## src/rtl/rxrd_pkg.sv

```systemverilog
package rxrd_pkg;

    localparam int unsigned RXRD_DATA_W   = 32;
    localparam int unsigned RXRD_ADDR_W   = 8;
    localparam int unsigned RXRD_NUM_CH   = 3;
    localparam int unsigned RXRD_BASE     = 'h80;
    localparam int unsigned RXRD_STRIDE   = 4;

    // What a read does this cycle
    typedef enum logic [1:0] {
        ACC_NONE = 2'd0,   // no accepted read
        ACC_POP  = 2'd1,   // mapped, FIFO has data
        ACC_HOLD = 2'd2,   // mapped, FIFO empty
        ACC_ZERO = 2'd3    // unmapped offset
    } acc_kind_e;

    // Offset of channel ch for a given base and stride
    function automatic int unsigned ch_offset(input int unsigned base,
                                              input int unsigned stride,
                                              input int unsigned ch);
        return base + ch * stride;
    endfunction

endpackage

```

## src/rtl/rxrd_decode.sv

```systemverilog
module rxrd_decode
    import rxrd_pkg::*;
#(
    parameter int unsigned ADDR_W = RXRD_ADDR_W,
    parameter int unsigned NUM_CH = RXRD_NUM_CH,
    parameter int unsigned BASE   = RXRD_BASE,
    parameter int unsigned STRIDE = RXRD_STRIDE
) (
    input  logic              rd_en,
    input  logic [ADDR_W-1:0] rd_addr,
    input  logic              bus_reset,
    input  logic [NUM_CH-1:0] fifo_empty,
    output logic [NUM_CH-1:0] sel,
    output acc_kind_e         kind
);

    logic accept;
    assign accept = rd_en && !bus_reset;

    for (genvar g = 0; g < NUM_CH; g++) begin : g_match
        localparam logic [ADDR_W-1:0] CH_ADDR = ADDR_W'(ch_offset(BASE, STRIDE, g));
        assign sel[g] = accept && (rd_addr == CH_ADDR);
    end

    always_comb begin
        if (!accept)
            kind = ACC_NONE;
        else if (sel == '0)
            kind = ACC_ZERO;
        else if ((sel & ~fifo_empty) != '0)
            kind = ACC_POP;
        else
            kind = ACC_HOLD;
    end

endmodule

```

## src/rtl/rxrd_hold.sv

```systemverilog
module rxrd_hold
    import rxrd_pkg::*;
#(
    parameter int unsigned DATA_W = RXRD_DATA_W
) (
    input  logic              clk,
    input  logic              rst,
    input  logic              bus_reset,
    input  logic              sel,
    input  logic              empty,
    input  logic [DATA_W-1:0] head,
    output logic              pop,
    output logic [DATA_W-1:0] hold_q
);

    assign pop = sel && !empty;

    always_ff @(posedge clk) begin
        if (rst || bus_reset)
            hold_q <= '0;
        else if (pop)
            hold_q <= head;
    end

    AST_POP_NOT_EMPTY: assert property (@(posedge clk) disable iff (rst)
        pop |-> !empty);

    AST_HOLD_CAPTURE: assert property (@(posedge clk) disable iff (rst)
        (pop && !bus_reset) |=> (hold_q == $past(head)));

    AST_HOLD_STABLE: assert property (@(posedge clk) disable iff (rst)
        (!pop && !bus_reset) |=> $stable(hold_q));

    AST_HOLD_CLEAR: assert property (@(posedge clk) disable iff (rst)
        bus_reset |=> (hold_q == '0));

endmodule

```

## src/rtl/rxrd_resp.sv

```systemverilog
module rxrd_resp
    import rxrd_pkg::*;
#(
    parameter int unsigned DATA_W = RXRD_DATA_W,
    parameter int unsigned NUM_CH = RXRD_NUM_CH
) (
    input  logic                     clk,
    input  logic                     rst,
    input  logic                     bus_reset,
    input  acc_kind_e                kind,
    input  logic [NUM_CH-1:0]        sel,
    input  logic [NUM_CH*DATA_W-1:0] heads,
    input  logic [NUM_CH*DATA_W-1:0] holds,
    output logic [DATA_W-1:0]        rd_data,
    output logic                     rd_valid
);

    logic [DATA_W-1:0] head_sel;
    logic [DATA_W-1:0] hold_sel;
    logic [DATA_W-1:0] next_data;

    always_comb begin
        head_sel = '0;
        hold_sel = '0;
        for (int i = 0; i < NUM_CH; i++) begin
            if (sel[i]) begin
                head_sel = head_sel | heads[i*DATA_W +: DATA_W];
                hold_sel = hold_sel | holds[i*DATA_W +: DATA_W];
            end
        end
    end

    always_comb begin
        unique case (kind)
            ACC_POP:  next_data = head_sel;
            ACC_HOLD: next_data = hold_sel;
            default:  next_data = '0;
        endcase
    end

    always_ff @(posedge clk) begin
        if (rst || bus_reset) begin
            rd_data  <= '0;
            rd_valid <= 1'b0;
        end else begin
            rd_valid <= (kind != ACC_NONE);
            if (kind != ACC_NONE)
                rd_data <= next_data;
        end
    end

    AST_VALID_LATENCY: assert property (@(posedge clk) disable iff (rst)
        (kind != ACC_NONE && !bus_reset) |=> rd_valid);

    AST_NO_SPURIOUS_VALID: assert property (@(posedge clk) disable iff (rst)
        (kind == ACC_NONE) |=> !rd_valid);

    AST_UNMAPPED_ZERO: assert property (@(posedge clk) disable iff (rst)
        (kind == ACC_ZERO && !bus_reset) |=> (rd_data == '0));

    AST_BUSRST_DATA: assert property (@(posedge clk) disable iff (rst)
        bus_reset |=> (rd_data == '0 && !rd_valid));

endmodule

```

## src/rtl/rxrd_port.sv

```systemverilog
module rxrd_port
    import rxrd_pkg::*;
#(
    parameter int unsigned DATA_W = RXRD_DATA_W,
    parameter int unsigned ADDR_W = RXRD_ADDR_W,
    parameter int unsigned NUM_CH = RXRD_NUM_CH,
    parameter int unsigned BASE   = RXRD_BASE,
    parameter int unsigned STRIDE = RXRD_STRIDE
) (
    input  logic                     clk,
    input  logic                     rst,
    input  logic                     bus_reset_i,
    input  logic                     rd_en_i,
    input  logic [ADDR_W-1:0]        rd_addr_i,
    input  logic [NUM_CH-1:0]        fifo_empty_i,
    input  logic [NUM_CH*DATA_W-1:0] fifo_head_i,
    output logic [NUM_CH-1:0]        fifo_pop_o,
    output logic [DATA_W-1:0]        rd_data_o,
    output logic                     rd_valid_o
);

    logic [NUM_CH-1:0]        sel;
    acc_kind_e                kind;
    logic [NUM_CH*DATA_W-1:0] holds;

    rxrd_decode #(
        .ADDR_W (ADDR_W),
        .NUM_CH (NUM_CH),
        .BASE   (BASE),
        .STRIDE (STRIDE)
    ) u_decode (
        .rd_en      (rd_en_i),
        .rd_addr    (rd_addr_i),
        .bus_reset  (bus_reset_i),
        .fifo_empty (fifo_empty_i),
        .sel        (sel),
        .kind       (kind)
    );

    for (genvar g = 0; g < NUM_CH; g++) begin : g_ch
        rxrd_hold #(
            .DATA_W (DATA_W)
        ) u_hold (
            .clk       (clk),
            .rst       (rst),
            .bus_reset (bus_reset_i),
            .sel       (sel[g]),
            .empty     (fifo_empty_i[g]),
            .head      (fifo_head_i[g*DATA_W +: DATA_W]),
            .pop       (fifo_pop_o[g]),
            .hold_q    (holds[g*DATA_W +: DATA_W])
        );
    end

    rxrd_resp #(
        .DATA_W (DATA_W),
        .NUM_CH (NUM_CH)
    ) u_resp (
        .clk       (clk),
        .rst       (rst),
        .bus_reset (bus_reset_i),
        .kind      (kind),
        .sel       (sel),
        .heads     (fifo_head_i),
        .holds     (holds),
        .rd_data   (rd_data_o),
        .rd_valid  (rd_valid_o)
    );

    AST_POP_ONEHOT: assert property (@(posedge clk) disable iff (rst)
        $onehot0(fifo_pop_o));

    AST_NO_POP_IDLE: assert property (@(posedge clk) disable iff (rst)
        !rd_en_i |-> (fifo_pop_o == '0));

    AST_NO_POP_BUSRST: assert property (@(posedge clk) disable iff (rst)
        bus_reset_i |-> (fifo_pop_o == '0));

    AST_POP_VALID: assert property (@(posedge clk) disable iff (rst)
        (fifo_pop_o != '0 && !bus_reset_i) |=> rd_valid_o);

endmodule

```

## config.mk

```make
export PLATFORM = sky130hd
export DESIGN_NAME = rxrd_port
export DESIGN_NICKNAME = d
export VERILOG_FILES = /design/src/rtl/rxrd_pkg.sv /design/src/rtl/rxrd_decode.sv /design/src/rtl/rxrd_hold.sv /design/src/rtl/rxrd_resp.sv /design/src/rtl/rxrd_port.sv
export SDC_FILE = /design/constraint.sdc
export NUM_CORES = 1
export LEC_CHECK = 0
export ABC_AREA = 1
export CAP_MARGIN = 10
export CORE_MARGIN = 2
export CORE_UTILIZATION = 45
export CTS_CLUSTER_DIAMETER = 120
export DETAILED_ROUTE_END_ITERATION = 8
export PLACE_DENSITY = 0.82
export RECOVER_POWER = 50
export SLEW_MARGIN = 15
export SYNTH_ARGS = -nofsm -noshare
export SYNTH_HDL_FRONTEND = slang
export SYNTH_HIERARCHICAL = 1
export SYNTH_SLANG_ARGS = --single-unit
```

## constraint.sdc

```tcl
create_clock -name clk -period 4.1 [get_ports clk]
set_clock_uncertainty 0.05 [all_clocks]
set_input_delay 0.82 -clock clk [delete_from_list [all_inputs] [get_ports clk]]
set_output_delay 0.82 -clock clk [all_outputs]
set_load 0.05 [all_outputs]
```

# --- Word-level counts from Yosys, hierarchy flattened ---
# Cells that the tools add are included.
classes:
  add_sub_neg: 0
  multipliers: 0
  n_div: 0
  n_lt_le_gt_ge: 0
  n_eq_ne: 5
  shift: 0
  muxes: 10
  bitwise_logic: 6
  n_reduce_logical: 15
op_table:
  columns: ["cell", "n"]
  rows:
  - ["2-to-1 mux 32 bit", 6]
  - ["bitwise OR 32 bit", 4]
  - ["case mux 32 bit (2 select lines)", 1]
  - ["equality test 8 bit, second input constant", 3]
  - ["logical AND 1 bit", 7]
  - ["2-to-1 mux 2 bit", 3]
  - ["logical NOT 1 bit", 4]
  - ["AND 3 bit", 1]
  - ["logical NOT 3 bit", 1]
  - ["NOT 3 bit", 1]
  - ["nonzero test 3 bit", 1]
  - ["equality test 2 x 1 -> 1 bit, second input constant", 1]
  - ["equality test 2 bit, second input constant", 1]
  - ["nonzero test 2 bit", 1]
  - ["logical OR 1 bit", 1]
word_totals:
  reg_bits: 129
  latch_bits: 0
  ram_bits: 0
  rom_bits: 0
  inputBits: 111
  out_inout_bits: 36
  wordCells: 41
  memories: 0

# --- Depth between registers and ports, before layout ---
depth:
  depth_word: 10
  depth_mapped: 15
  mapped_depth_nobuf: 14

# --- Cells and area by module ---
# The synthesis kept the hierarchy.
by_module_without_submodules:
  columns: ["module", "instances", "cells_per_inst", "area_each_um2", "seq_area_each_um2"]
  rows:
  - ["rxrd_hold", 3, 209, 1547.7, 640.6]
  - ["rxrd_resp", 1, 528, 2939.1, 660.6]
  - ["rxrd_decode", 1, 37, 185.2, 0.0]

# --- Worst setup path after synthesis ---
# OpenSTA, ideal clock, no wires.
synth_path:
  path_type: "input to output"
  from: "in rd_addr_i[5]"
  to: "out fifo_pop_o[2]"
  arrival_time_ns: 2.032
  required_ns: 3.230
  setup_slack_ns: 1.198
  stages: 9
  path_buffers: 2
  path_cell_list: "nor2_1 > nand2_2 > nor3_2 > inv_2 > nor3_1 > buf_6 > inv_2 > nor2_8 > buf_4"
synth_via:
  elab_chain_len: 3
synth_rtl:
  columns: ["element", "line_no", "rtl"]
  rows:
  - ["start: declaration", "rxrd_port.sv:14", "input logic [ADDR_W-1:0] rd_addr_i,"]
  - ["equality test 8 bit", "rxrd_decode.sv:22", "assign sel[g] = accept && (rd_addr == CH_ADDR);"]
  - ["logical AND 1 bit", "rxrd_decode.sv:22", null]
  - ["net sel[2]", "rxrd_port.sv:22", "logic [NUM_CH-1:0] sel;"]
  - ["logical AND 1 bit", "rxrd_hold.sv:16", "assign pop = sel && !empty;"]
  - ["end: declaration", "rxrd_port.sv:17", "output logic [NUM_CH-1:0] fifo_pop_o,"]
# The timed path passes the listed nets, and every way through them passes these cells.

# --- Worst setup path in the final report ---
layout_path:
  from: "in bus_reset_i"
  to: "out fifo_pop_o[1]"
layout_via:
  elab_chain_len: 4
layout_rtl:
  columns: ["element", "line_no", "rtl"]
  rows:
  - ["start: declaration", "rxrd_port.sv:12", "input logic bus_reset_i,"]
  - ["logical NOT 1 bit", "rxrd_decode.sv:18", "assign accept = rd_en && !bus_reset;"]
  - ["logical AND 1 bit", "rxrd_decode.sv:18", null]
  - ["logical AND 1 bit", "rxrd_decode.sv:22", null]
  - ["net sel[1]", "rxrd_port.sv:22", null]
  - ["logical AND 1 bit", "rxrd_hold.sv:16", null]
# The timed path passes the listed nets, and every way through them passes these cells.

==> metrics.cfg <==
[status]
status = completed

[sta]
timing_max_transition_violations_final = 0
rsz0062_at_grt = no
layout_setup_ws_ns = 0.487
finalCritPeriodShare = 0.881
tightestPinTransition_ns = 1.09
max_freq_mhz = 277
setup_viol = 0
relSlewSlack = 0.272
holdWs_ns = 0.423
fin_crit_ns = 3.61
finalHoldViolCount = 0
fin_setup_tns_ns = 0

[worst_setup_path]
path_common_cell = inv_2
slowest_stage = dlygate4sd3_1
path_max_fanout = 5
path_buf_inv = 5
worstReg2RegEnd = u_resp/rd_data[21]$_SDFFE_PP0P_
cp_cell_sequence = dlygate4sd3_1 -> inv_2 -> nand2_4 -> nor3_1 -> inv_2 -> nor2_1 -> inv_1 -> nor2_8 -> buf_12
cp_top_family = buffers and inverters
max_stage_delay_ns = 0.63
path_class = in2out
startpoint_type = input pin
rr_worst_depth = 6
end_kind = output port
r2r_start = g_ch[2].u_hold/hold_q[21]$_SDFFE_PP0P_
cp.arrival_ns = 2.74
cp.required_ns = 3.23
ff2ff_setup_slack_ns = 3.13

[synthesis]
postSynthAreaPerCell_um2 = 6.52
synthFlopType = dfxtp_1
seq_area_frac_synth = 0.332
synth_cell_types = 26
yosysWarnings = 6
syn_inst = 1192
syn-cell-area_um2 = 7770
synth_edf_count = 0
async_flop_share = 0
ys_seq_elements = 129
syn_nets = 1306

[layout]
drive_gt1_frac = 0.133
stdcell_count = 1534
multi_input_area_um2 = 4030
area_delta_synth_final_pct = 24.0
num_antenna_cells = 0
nFillCells = 1607
final_cell_area_um2 = 9630
regArea_um2 = 2580
finish.utilization = 0.565
nets = 1410

[route]
vias_per_cell = 5.00
wl_per_cell_um = 14.8
drc = 0
drt_pass1_iterations = 5
routed-via-count = 7675
totalWireLength_um = 22600
first_iter_violations = 702
antenna_left = 0

[floorplanning]
dieArea_um2 = 18300
fp.dieH_um = 135
fp-row-count = 48
ios = 147
core_area_um2 = 17100
die_w_um = 135
start_util = 0.455

[cts]
path_clk_slew_ns = 0.05
clock_latency_ns = 0.42
root_buffer = clkbuf_16
cts_resized = 0
cts_buffers = 17
cts-hold-fix-buffers = 0
cts.sinks = 129
cts_htree_levels = 4
cts_tree = yes
cts_setup_buffers = 0
clk_path_buf_depth = 2

[placement]
placedCellCount = 1502
place_area_um2 = 9020
dp_slack_ns = 0.713
port_buffers = 146
dp_hpwl_um = 14000
place_congestion = 0.851

[pwr]
power.share.combinational = 0.095
ir_drop_mv = 0.284
power_density_nw_per_um2 = 328
share_seq_of_total_power = 0.397
power.share.clock = 0.508
intPower_mw = 2.41
p_total_mw = 3.16
power_leakage_nw = 3.98
p_sw_mw = 0.748
switching_share = 0.237

[global_routing]
grt_max_degree = 97
antenna_found_initial = 0
grt_pass1_wl_um = 35800
grt_overflow_total = 0
grt_usage = 0.250
grt_pass1_vias = 7132

[worst_hold_path]
hold_depth = 2
hp-class = reg2reg
min_from = u_resp/rd_data[19]$_SDFFE_PP0P_
min_to = u_resp/rd_data[19]$_SDFFE_PP0P_

[flow_run]
maxCapViolations = 0

-- metal layers --
metal	vias up	GRT usage	share of wire
met2	348	0.406	0.47
met1	3461	0.321	0.43
met4	0	0.0978	0.022
met5	-	0	0
li1	3824	-	-
met3	42	0.0587	0.085
-- kinds of logic (layout without fill, tap and decap cells) --
group,count (synthesis),in the layout,synth area share
compound gates,32,32,0.0342
fa+ha+maj,3,3,0.00483
buf+inv,193,310,0.149
flops,129,129,0.332
simple gates,835,835,0.479
-- worst register-to-register path, delay by kind of cell (launching register included) --
| kind | cells | cell delay [ns] |
|---|---|---|
| flip-flops | 1 | 0.34 |
| AO/OA/AOI/OAI | 1 | 0.12 |
| AND/OR/NAND/NOR | 5 | 0.38 |
-- synthesized netlist by cell type, types with 4 or more instances --
cell | instances | area share
buf_4 | 19 | 0.018
inv_1 | 106 | 0.051
nand3_1 | 119 | 0.077
a21oi_2 | 28 | 0.032
a21oi_1 | 4 | 0.0026
nor2_1 | 175 | 0.085
clkbuf_1 | 4 | 0.0019
buf_2 | 10 | 0.0064
clkbuf_8 | 6 | 0.011
nor2_2 | 33 | 0.027
buf_6 | 37 | 0.054
nand2_1 | 451 | 0.22
dfxtp_1 | 129 | 0.33
nand3_2 | 43 | 0.055
inv_2 | 8 | 0.0039
-- worst max path at each step --
stage,from,depth (start not counted),end,slack [ns]
2_1_floorplan,rd_addr_i[5],9,fifo_pop_o[2],1.20
3_3_place_gp,bus_reset_i,9,fifo_pop_o[0],0.79
3_5_place_dp,bus_reset_i,9,fifo_pop_o[0],0.71
4_1_cts,bus_reset_i,9,fifo_pop_o[0],0.71
5_1_grt,bus_reset_i,9,fifo_pop_o[1],0.30
6_report,bus_reset_i,9,fifo_pop_o[1],0.49
-- sequential cells by signal, indices dropped and copies added (netlist names) --
signal	count
u_resp/rd_data	32
g_ch.u_hold/hold_q	96
u_resp/rd_valid	1
-- power groups by stage --
stage	sequential (mW)	clock, mW	combinational [mW]
floorplan	1.28	0	0.135
global placement	1.28	0	0.295
detailed placement	1.28	0	0.296
CTS	1.25	1.62	0.298
global route	1.25	1.68	0.320
finish	1.25	1.60	0.299
-- layout by cell type (no fill, tap or decap), drive strengths merged, types with 4 or more instances in the layout --
cell type,netlist,layout
a21oi,32,32
buf,67,15
clkbuf,10,25
clkdlybuf4s50,0,109
clkinv,0,4
clkinvlp,2,5
dfxtp,129,129
dlygate4sd3,0,34
inv,114,115
nand2,455,455
nand3,162,162
nor2,212,212
-- layout make-up --
| type | instances | share of cell area |
|---|---|---|
| clock buffers | 21 | 0.0499 |
| clock inverters | 11 | 0.0158 |
| inverters | 116 | 0.0455 |
| multi-input cells | 870 | 0.419 |
| flip-flops and latches | 129 | 0.268 |
| well taps | 225 | 0.0292 |
| repair buffers | 162 | 0.173 |
Note: power is estimated with default switching activity, not from simulation.
